==> config.mk <==
export PLATFORM = sky130hd
export DESIGN_NAME = uart_fmt_xcvr
export DESIGN_NICKNAME = d
export VERILOG_FILES = /design/src/rtl/uart_fmt_pkg.sv /design/src/rtl/uart_fmt_ctrl.sv /design/src/rtl/uart_fmt_tx.sv /design/src/rtl/uart_fmt_rx.sv /design/src/rtl/uart_fmt_xcvr.sv
export SDC_FILE = /design/constraint.sdc
export NUM_CORES = 1
export LEC_CHECK = 0
export BUFFER_PORTS_ARGS = -buffer_cell sky130_fd_sc_hd__buf_2
export CORE_ASPECT_RATIO = 1.25
export CORE_UTILIZATION = 60
export CTS_BUF_LIST = sky130_fd_sc_hd__clkbuf_8
export CTS_CLUSTER_DIAMETER = 40
export DETAILED_ROUTE_END_ITERATION = 10
export PLACE_DENSITY = 0.87
export SYNTH_ARGS = -nofsm -noshare
export SYNTH_HDL_FRONTEND = slang
export SYNTH_SLANG_ARGS = --single-unit
==> constraint.sdc <==
create_clock -name clk -period 1.9 [get_ports clk]
set_input_delay 0.285 -clock clk [delete_from_list [all_inputs] [get_ports clk]]
set_output_delay 0.285 -clock clk [all_outputs]
set_load 0.05 [all_outputs]
==> src/rtl/uart_fmt_pkg.sv <==
package uart_fmt_pkg;

    localparam int DW      = 8;
    localparam int FRAME_W = 1 + DW + 1 + 2;
    localparam int LEN_W   = $clog2(FRAME_W + 1);
    localparam int BW      = $clog2(DW);

    typedef enum logic [1:0] {
        PAR_NONE = 2'b00,
        PAR_ZERO = 2'b01,
        PAR_ODD  = 2'b10,
        PAR_EVEN = 2'b11
    } par_mode_e;

    typedef struct packed {
        logic      lsb_first;
        logic      stop2;
        logic      char8;
        par_mode_e par;
    } fmt_t;

    typedef struct packed {
        logic rx_en;
        logic tx_en;
        logic power;
    } en_t;

    typedef enum logic [2:0] {
        RX_IDLE,
        RX_START,
        RX_DATA,
        RX_PAR,
        RX_STOP
    } rx_state_e;

    localparam fmt_t FMT_RESET = '{lsb_first: 1'b1, stop2: 1'b0, char8: 1'b1, par: PAR_NONE};

    // Clear the top bit for 7-bit characters
    function automatic logic [DW-1:0] mask_char(input logic [DW-1:0] d, input logic char8);
        logic [DW-1:0] m;
        m = d;
        if (!char8) m[DW-1] = 1'b0;
        return m;
    endfunction

    // Bit k of the result is the k-th bit on the line; self-inverse
    function automatic logic [DW-1:0] order_bits(input logic [DW-1:0] d, input logic char8,
                                                 input logic lsb_first);
        logic [DW-1:0] m;
        logic [DW-1:0] o;
        int            n;
        m = mask_char(d, char8);
        n = char8 ? DW : DW - 1;
        o = '0;
        if (lsb_first) begin
            o = m;
        end else begin
            for (int k = 0; k < DW; k++) begin
                if (k < n) o[k] = m[n-1-k];
            end
        end
        return o;
    endfunction

    function automatic logic par_bit(input logic [DW-1:0] m, input par_mode_e p);
        case (p)
            PAR_ODD:  return ~(^m);
            PAR_EVEN: return ^m;
            default:  return 1'b0;
        endcase
    endfunction

    // Frame as sent: bit 0 first, unused upper bits are idle/stop ones
    function automatic logic [FRAME_W-1:0] build_frame(input logic [DW-1:0] d, input fmt_t f);
        logic [FRAME_W-1:0] fr;
        logic [DW-1:0]      m;
        logic [DW-1:0]      o;
        int                 n;
        fr    = '1;
        fr[0] = 1'b0;
        m     = mask_char(d, f.char8);
        o     = order_bits(d, f.char8, f.lsb_first);
        n     = f.char8 ? DW : DW - 1;
        for (int k = 0; k < DW; k++) begin
            if (k < n) fr[1+k] = o[k];
        end
        if (f.par != PAR_NONE) fr[1+n] = par_bit(m, f.par);
        return fr;
    endfunction

    function automatic logic [LEN_W-1:0] frame_len(input fmt_t f);
        int l;
        l = 1 + (f.char8 ? DW : DW - 1) + ((f.par != PAR_NONE) ? 1 : 0) + (f.stop2 ? 2 : 1);
        return LEN_W'(l);
    endfunction

endpackage

==> src/rtl/uart_fmt_ctrl.sv <==
module uart_fmt_ctrl
    import uart_fmt_pkg::*;
(
    input  logic       clk,
    input  logic       rst,
    input  logic       en_wr,
    input  logic [2:0] en_wdata,
    input  logic       fmt_wr,
    input  logic [4:0] fmt_wdata,
    output en_t        en_q,
    output fmt_t       fmt_q
);

    logic locked;

    assign locked = en_q.power && (en_q.tx_en || en_q.rx_en);

    always_ff @(posedge clk) begin
        if (rst) begin
            en_q  <= '0;
            fmt_q <= FMT_RESET;
        end else begin
            if (en_wr)              en_q  <= en_t'(en_wdata);
            if (fmt_wr && !locked)  fmt_q <= fmt_t'(fmt_wdata);
        end
    end

endmodule

==> src/rtl/uart_fmt_tx.sv <==
module uart_fmt_tx
    import uart_fmt_pkg::*;
#(
    parameter int OSR = 16
) (
    input  logic          clk,
    input  logic          rst,
    input  logic          active,
    input  logic          tick,
    input  fmt_t          fmt,
    input  logic [DW-1:0] data,
    input  logic          valid,
    output logic          ready,
    output logic          txd
);

    localparam int CW = $clog2(OSR);

    logic               busy;
    logic [FRAME_W-1:0] sh;
    logic [CW-1:0]      tcnt;
    logic [LEN_W-1:0]   left;

    assign ready = active && !busy;
    assign txd   = busy ? sh[0] : 1'b1;

    always_ff @(posedge clk) begin
        if (rst || !active) begin
            busy <= 1'b0;
            sh   <= '1;
            tcnt <= '0;
            left <= '0;
        end else if (valid && ready) begin
            busy <= 1'b1;
            sh   <= build_frame(data, fmt);
            tcnt <= '0;
            left <= frame_len(fmt);
        end else if (busy && tick) begin
            if (tcnt == CW'(OSR - 1)) begin
                tcnt <= '0;
                sh   <= {1'b1, sh[FRAME_W-1:1]};
                left <= left - 1'b1;
                if (left == LEN_W'(1)) busy <= 1'b0;
            end else begin
                tcnt <= tcnt + 1'b1;
            end
        end
    end

endmodule

==> src/rtl/uart_fmt_rx.sv <==
module uart_fmt_rx
    import uart_fmt_pkg::*;
#(
    parameter int OSR = 16
) (
    input  logic          clk,
    input  logic          rst,
    input  logic          active,
    input  logic          tick,
    input  fmt_t          fmt,
    input  logic          rxd,
    output logic          done,
    output logic [DW-1:0] data,
    output logic          perr,
    output logic          ferr
);

    localparam int CW  = $clog2(OSR);
    localparam int MID = OSR / 2 - 1;

    logic          s1, s2;
    rx_state_e     state;
    logic [CW-1:0] cnt;
    logic [BW-1:0] bidx;
    logic [BW-1:0] last_idx;
    logic [DW-1:0] bits;
    logic          pbit;
    logic          full_bit;
    logic          chk_par;

    assign last_idx = fmt.char8 ? BW'(DW - 1) : BW'(DW - 2);
    assign full_bit = (cnt == CW'(OSR - 1));
    assign chk_par  = (fmt.par == PAR_ODD) || (fmt.par == PAR_EVEN);

    always_ff @(posedge clk) begin
        if (rst) begin
            s1 <= 1'b1;
            s2 <= 1'b1;
        end else begin
            s1 <= rxd;
            s2 <= s1;
        end
    end

    always_ff @(posedge clk) begin
        if (rst || !active) begin
            state <= RX_IDLE;
            cnt   <= '0;
            bidx  <= '0;
            bits  <= '0;
            pbit  <= 1'b0;
            done  <= 1'b0;
            data  <= '0;
            perr  <= 1'b0;
            ferr  <= 1'b0;
        end else begin
            done <= 1'b0;
            if (tick) begin
                case (state)
                    RX_IDLE: begin
                        if (!s2) begin
                            state <= RX_START;
                            cnt   <= '0;
                        end
                    end
                    RX_START: begin
                        if (cnt == CW'(MID)) begin
                            cnt <= '0;
                            if (!s2) begin
                                state <= RX_DATA;
                                bidx  <= '0;
                                bits  <= '0;
                            end else begin
                                state <= RX_IDLE;
                            end
                        end else begin
                            cnt <= cnt + 1'b1;
                        end
                    end
                    RX_DATA: begin
                        if (full_bit) begin
                            cnt        <= '0;
                            bits[bidx] <= s2;
                            if (bidx == last_idx) begin
                                state <= (fmt.par != PAR_NONE) ? RX_PAR : RX_STOP;
                            end else begin
                                bidx <= bidx + 1'b1;
                            end
                        end else begin
                            cnt <= cnt + 1'b1;
                        end
                    end
                    RX_PAR: begin
                        if (full_bit) begin
                            cnt   <= '0;
                            pbit  <= s2;
                            state <= RX_STOP;
                        end else begin
                            cnt <= cnt + 1'b1;
                        end
                    end
                    RX_STOP: begin
                        if (full_bit) begin
                            cnt   <= '0;
                            state <= RX_IDLE;
                            done  <= 1'b1;
                            data  <= order_bits(bits, fmt.char8, fmt.lsb_first);
                            perr  <= chk_par && (pbit != par_bit(bits, fmt.par));
                            ferr  <= !s2;
                        end else begin
                            cnt <= cnt + 1'b1;
                        end
                    end
                    default: state <= RX_IDLE;
                endcase
            end
        end
    end

endmodule

==> src/rtl/uart_fmt_xcvr.sv <==
module uart_fmt_xcvr
    import uart_fmt_pkg::*;
#(
    parameter int OSR = 16
) (
    input  logic       clk,
    input  logic       rst,
    input  logic       en_wr,
    input  logic [2:0] en_wdata,
    input  logic       fmt_wr,
    input  logic [4:0] fmt_wdata,
    output logic [4:0] fmt_rdata,
    input  logic       tick16,
    input  logic [7:0] tx_data,
    input  logic       tx_valid,
    output logic       tx_ready,
    output logic       txd,
    input  logic       rxd,
    input  logic       rx_rd,
    output logic [7:0] rx_data,
    output logic       rx_valid,
    output logic       rx_perr,
    output logic       rx_ferr,
    output logic       rx_oerr
);

    en_t           en_q;
    fmt_t          fmt_q;
    logic          pwr_on, tx_on, rx_on;
    logic          rx_done;
    logic [DW-1:0] rx_word;
    logic          rx_pe, rx_fe;
    logic          rx_full;

    assign pwr_on    = en_q.power;
    assign tx_on     = en_q.power && en_q.tx_en;
    assign rx_on     = en_q.power && en_q.rx_en;
    assign fmt_rdata = fmt_q;

    uart_fmt_ctrl u_ctrl (
        .clk       (clk),
        .rst       (rst),
        .en_wr     (en_wr),
        .en_wdata  (en_wdata),
        .fmt_wr    (fmt_wr),
        .fmt_wdata (fmt_wdata),
        .en_q      (en_q),
        .fmt_q     (fmt_q)
    );

    uart_fmt_tx #(.OSR(OSR)) u_tx (
        .clk    (clk),
        .rst    (rst),
        .active (tx_on),
        .tick   (tick16),
        .fmt    (fmt_q),
        .data   (tx_data),
        .valid  (tx_valid),
        .ready  (tx_ready),
        .txd    (txd)
    );

    uart_fmt_rx #(.OSR(OSR)) u_rx (
        .clk    (clk),
        .rst    (rst),
        .active (rx_on),
        .tick   (tick16),
        .fmt    (fmt_q),
        .rxd    (rxd),
        .done   (rx_done),
        .data   (rx_word),
        .perr   (rx_pe),
        .ferr   (rx_fe)
    );

    always_ff @(posedge clk) begin
        if (rst) begin
            rx_valid <= 1'b0;
            rx_data  <= '0;
            rx_perr  <= 1'b0;
            rx_ferr  <= 1'b0;
            rx_oerr  <= 1'b0;
            rx_full  <= 1'b0;
        end else begin
            rx_valid <= rx_done;
            if (rx_done) begin
                rx_data <= rx_word;
                rx_perr <= rx_pe;
                rx_ferr <= rx_fe;
                rx_oerr <= rx_full && !rx_rd;
                rx_full <= 1'b1;
            end else if (rx_rd) begin
                rx_full <= 1'b0;
            end
        end
    end

endmodule

* Yosys cells after proc, flatten, opt, wreduce, memory -nomap -nowiden
Cells that the tools add are included.
Storage, ports and cells: register bits 74, latch bits 0, bits in writable memories 0, bits in read-only memories 0, input bits 24, output and inout bits 19, logic and storage cells 284, memories 0
Operators by class: add/subtract/negate cells 15, multipliers 0, div/mod/pow operators 0, $lt $le $gt $ge 20, equality and inequality tests 20, shift-type cells 0, mux-type cells 155, bitwise gates (word level) 4, reduce and logical (&&, ||, !) cells 42
Operators with widths (count):
- $lt 32x5->1 const B | 8
- $sub 32x4->32 const B | 4
- $mux 1 | 99
- $lt 3x32->1 const A | 2
- $sub 32x2->32 const B | 2
- $sub 32x3->32 const B | 2
- $bmux 1 s3 | 16
- $mux 12 | 4
- $mux 8 | 5
- $mux 3 | 11
- $ge 32x1->1 const B | 1
- $lt 1x32->1 const A | 1
- $lt 2x32->1 const A | 1
- $lt 32x6->1 const B | 1
- $lt 4x32->1 const A | 1
- $mux 4 | 8
- $pmux 8 s2 | 1
- $reduce_xor 8->1 | 2
- $pmux 3 s5 | 1
- $bwmux 12 | 1
- $lt 3x4->1 const A | 3
- $pmux 4 s3 | 1
- $reduce_and 3->1 | 4
- $reduce_bool 2->1 | 6
- 36 further kinds | 71

* Longest topological paths before layout
depth after elaboration 16, depth in mapped cells 8, gate-level depth less buffers 7

* By module
Synthesis repeated with hierarchy kept, for this count alone.
Second synthesis, totals: cells, all modules 460, area, all modules 3887.5 um^2
By module, submodules not included:
- uart_fmt_rx | instances 1, cells an instance 231, area an instance 1933.1 um^2, seq. area each 640.6 um^2
- uart_fmt_tx | instances 1, cells an instance 153, area an instance 1163.6 um^2, seq. area each 380.4 um^2
- uart_fmt_xcvr | instances 1, cells an instance 43, area an instance 461.7 um^2, seq. area each 260.2 um^2
- uart_fmt_ctrl | instances 1, cells an instance 33, area an instance 329.1 um^2, seq. area each 160.2 um^2

* Worst setup path after synthesis
Ideal clock, no wire load.
kind flip-flop to flip-flop, from reg u_ctrl.fmt_q[2] (netlist name), to reg u_tx.sh[9], setup time 0.156 ns, data arrival time 1.944 ns, slack -0.200 ns, cell stages (with the launch flop) 8, cell sequence dfxtp_1 -> buf_2 -> and2_1 -> xnor3_1 -> xnor2_1 -> nand2_1 -> xnor2_1 -> a41oi_1
Between the ends: word-level cells in the longest chain between the ends 12
RTL lines:
- branches (longest 9 deep; another with $ge 32x1->1)
- $bwmux 12 * | line uart_fmt_pkg.sv:87 | if (f.par != PAR_NONE) fr[1+n] = par_bit(m, f.par);
- $mux 12 * | line uart_fmt_pkg.sv:87
- $mux 12 * | line uart_fmt_tx.sv:33 | end else if (valid && ready) begin
- end signal: assignment | line uart_fmt_tx.sv:35 | sh <= build_frame(data, fmt);
- end signal: assignment | line uart_fmt_tx.sv:41 | sh <= {1'b1, sh[FRAME_W-1:1]};
- end: declaration | line uart_fmt_tx.sv:20 | logic [FRAME_W-1:0] sh;
Mark *: on every way between the ends. The select of a mux whose other input is x is not followed. A chain may end at the register's enable or synchronous reset.

* Worst setup path after layout
from reg u_rx.cnt[1], to reg u_rx.bits[7]
Between the ends: word-level cells in the longest chain between the ends 3
RTL lines:
- start: declaration | line uart_fmt_rx.sv:23 | logic [CW-1:0] cnt;
- start signal: assignment | line uart_fmt_rx.sv:77 | cnt <= cnt + 1'b1;
- start signal: assignment | line uart_fmt_rx.sv:90 | cnt <= cnt + 1'b1;
- start signal: assignment | line uart_fmt_rx.sv:99 | cnt <= cnt + 1'b1;
- $eq 4x4->1 or $eq 4x3->1 (tied branches) | line uart_fmt_rx.sv:32, uart_fmt_rx.sv:67
- $ne 2x1->1 (no line)
- $reduce_and 5->1 (no line) *
- end signal: assignment | line uart_fmt_rx.sv:50 | bits <= '0;
- end signal: assignment | line uart_fmt_rx.sv:72 | bits <= '0;
- end signal: indexed assignment | line uart_fmt_rx.sv:83 | bits[bidx] <= s2;
- end: declaration | line uart_fmt_rx.sv:26 | logic [DW-1:0] bits;
Mark *: on every way between the ends. The rest lies on a longest branch, timed or not.

==> impl_results.md <==
- Final min period: around 1800 ps
- Main combinational cell family by area after synthesis: simple AND/OR/NAND/NOR gates
- Initial DRC count: approximately 200
- CP Data Required Time: approximately 2200 ps
- Critical Path AT: 2080 ps
- Synth area leaders: dfxtp_1 (40%), mux2i_1 (8.9%), nand2_1 (7.2%)
- Cell Area, Synth: 3590 um^2
- Largest area contributor in the netlist: dfxtp_1
- Crit. End Element: flop
- Die X: 71.2 um
- Top Ports: between 40 and 50
- CP Launch Type: flop
- Warning count from the yosys run: 0
- Library cells used by synthesis: 46
- Drt wl/cell: around 15 um
- Status: complete, but fails checks
- Slowest-stage cell, CP: dfxtp_1
- Max Slew Vio Count: 0
- Worst slew margin: roughly 54%
- Dpl ws: about 77 ps
- Maximum vdd drop: around 630 uV
- Tot GR Track Use: roughly 27%
- Final hold viol count: 0
- Total core area: between 5000 and 6000 um^2
- TritonRoute pass-1 iters: 8
- Adder and majority gate portion of the synthesized area: 2.65%
- Post-Synth Simple-Gate Area: a little under a quarter
- Synth cell count leaders: dfxtp_1 (72), nand2_1 (69), nor2_1 (47), a21oi_1 (38), o21ai_0 (33)
- Final wirelength: ~8400 um
- Ant diodes: 0
- H-Tree Level Count: 3
- Initial antenna violation count: 0
- WP buf/inv: 0
- Synth top area share: 40.1%
- EDFF count, synth: 0
- Met3 usage: ~6%
- HP Class: in2reg
- Worst Slack Setup Final: roughly 100 ps
- R2R Setup Slk: between 100 and 150 ps
- Critical path cell sequence: ha_2, nand3_2, or3_4, nor3_4, nand4_1, a21oi_1
- WS Path Type: reg2reg
- Maximum capacitance violations: 0
- Worst Skew: roughly 7.2 ps
- Sequential cell area fraction in the yosys report: 40.1%
- Vias in the first global route: between 2000 and 3000
- CTS Buf Count: 9
- Pleak: between 1.5 and 2 nW
- PwrDens: roughly 710 nW/um^2
- Delay-heaviest family, CP: simple AND/OR/NAND/NOR gates
- Crit Path Max Fanout: 8
- Worst-Margin Slew: around 690 ps
- CTS tree: yes
- Post-DR vias/cell: about 6
- Share of layout cells above drive strength 1: approximately a fifth
- Overall Power: between 0.002 and 0.003 W
- Fin crit share: a little over nine tenths
- CTS max path bufs: 2
- Met1 usage: 28.8%
- Synthesized flop and latch total: 72
- Starting Density: 62.2%
- Die Height: slightly below 90 um
- Grt total ovfl: 0
- Post-Syn Nets: ~470
- Post-synthesis mux area share: about a tenth
- Layout area overhead: 14.1%
- GR Layer Usage met2: 50.3%
- Busiest grt layer: met2
- Detailed Place HPWL: a little under 6000 um
- PortBufs: between 40 and 50
- Clock-pin slew of the registers on the worst-case setup and hold paths: around 80 ps
- Layout Nets: between 500 and 600
- Largest net degree at the start of global routing: 31
- Post-synthesis xor/xnor area fraction: roughly 6%
- Top FF cell, synth: dfxtp_1
- Top-count cell post-synth: dfxtp_1
- Residual DRC count: 4
- Mapped Cells: 441
- Antenna Nets Post-Route: 0
- Fmax achieved: roughly 560 MHz
- Avg Inst Size Synth: slightly above 8 um^2
- Asr flop ratio synth: 0%
- Clock sink total: 72
- Row count: 31
- # fillers: around 430
- Failing checks: design-rule violations
- Largest stage delay on the critical path: 370 ps
- Post-synthesis compound-gate area fraction: 13.9%
- Clk_lat worst skew: approximately 350 ps
- First-pass GRT wire length: 13200 um
- Final GP Congestion: roughly 0.8
- Root buffer cell: clkbuf_8
- Endpoints failing setup: 0
- Vias post-DR: ~3300
- Die Area: about 6300 um^2
layer usage:
layer	vias up	wire [um]
met2	77	4530
met4	0	172
met5	-	0
met1	1556	3420
li1	1600	-
met3	20	282
cell families (layout without fill, tap and decap cells):
logic type      Yosys count  after routing
flops                    72             72
compound gates           89             89
mux                      35             35
fa+ha+maj                 7              7
xor+xnor                 23             23
buf+inv                  36             83
simple gates            179            179
sequential cells by signal, indices dropped and copies added, names as in the netlist, 3 cells and up:
| name | count |
|---|---|
| rx_data | 8 |
| u_ctrl.en_q | 3 |
| u_ctrl.fmt_q | 5 |
| u_rx.bidx | 3 |
| u_rx.bits | 8 |
| u_rx.cnt | 4 |
| u_rx.data | 8 |
| u_rx.state | 3 |
| u_tx.left | 4 |
| u_tx.sh | 10 |
| u_tx.tcnt | 4 |
power breakdown:
group          switching [W]  total, W  internal [W]  leakage, nW
clock               0.000642   0.00114      0.000498       0.0888
combinational       0.000141  0.000240     0.0000996        0.926
sequential         0.0000175   0.00154       0.00152        0.583
through the flow:
step	setup TNS [ps]	cells	utilization [%]	area (um^2)	hold WS, ps
finish	0	554	70.9	4100	122
global route	-1.05	554	70.9	4100	104
detailed placement	0	537	67.1	3880	395
floorplan	-24.8	441	-	3600	389
CTS	0	553	70.3	4060	109
global placement	0	537	67.1	3880	404
area by class of cell:
cell class / count / area, um^2 / area share [%]
multi-input cells: 333 / 2020 / 49.2
inverters: 8 / 30.0 / 0.733
repair buffers: 59 / 338 / 8.24
clock inverters: 7 / 61.3 / 1.50
flip-flops and latches: 72 / 1450 / 35.3
well taps: 66 / 82.6 / 2.01
clock buffers: 9 / 124 / 3.02
worst paths after layout:
path	from	end	depth (start not counted)
worst max-delay path	u_rx.cnt[1]	u_rx.bits[7]	6
worst min-delay path	rxd	u_rx.s1	2
worst max register to register	u_rx.cnt[1]	u_rx.bits[7]	6
worst min register to register	u_rx.s1	u_rx.s2	1
repair_timing:
action,CTS,global route
endpoints found under the setup margin,0,14
gates resized for setup,0,10
hold buffers,0,0
setup buffers,0,1
placed cells by master (no fill, tap or decap), types with 2 or more instances in the layout:
cell type and count:
or2_2 3, nand4_1 4, buf_4 17, inv_6 3, o21ai_0 33, a211o_1 2
and3_1 3, nor2_1 46, o41ai_1 2, nand3_1 18, or3_1 3, mux2_2 3
a31oi_1 2, inv_1 8, a21oi_1 38, nand2_1 69, dfxtp_1 67, and2_1 3
a22oi_1 2, buf_2 42, ha_1 5, xor2_1 3, clkbuf_8 9, nor3_1 6
clkinvlp_4 2, a211oi_1 2, dfxtp_2 5, nand3b_1 2, nor2b_1 8, xnor2_1 19
nand2b_1 3, mux2i_1 32
No activity file was read; power rests on OpenSTA's default activity.
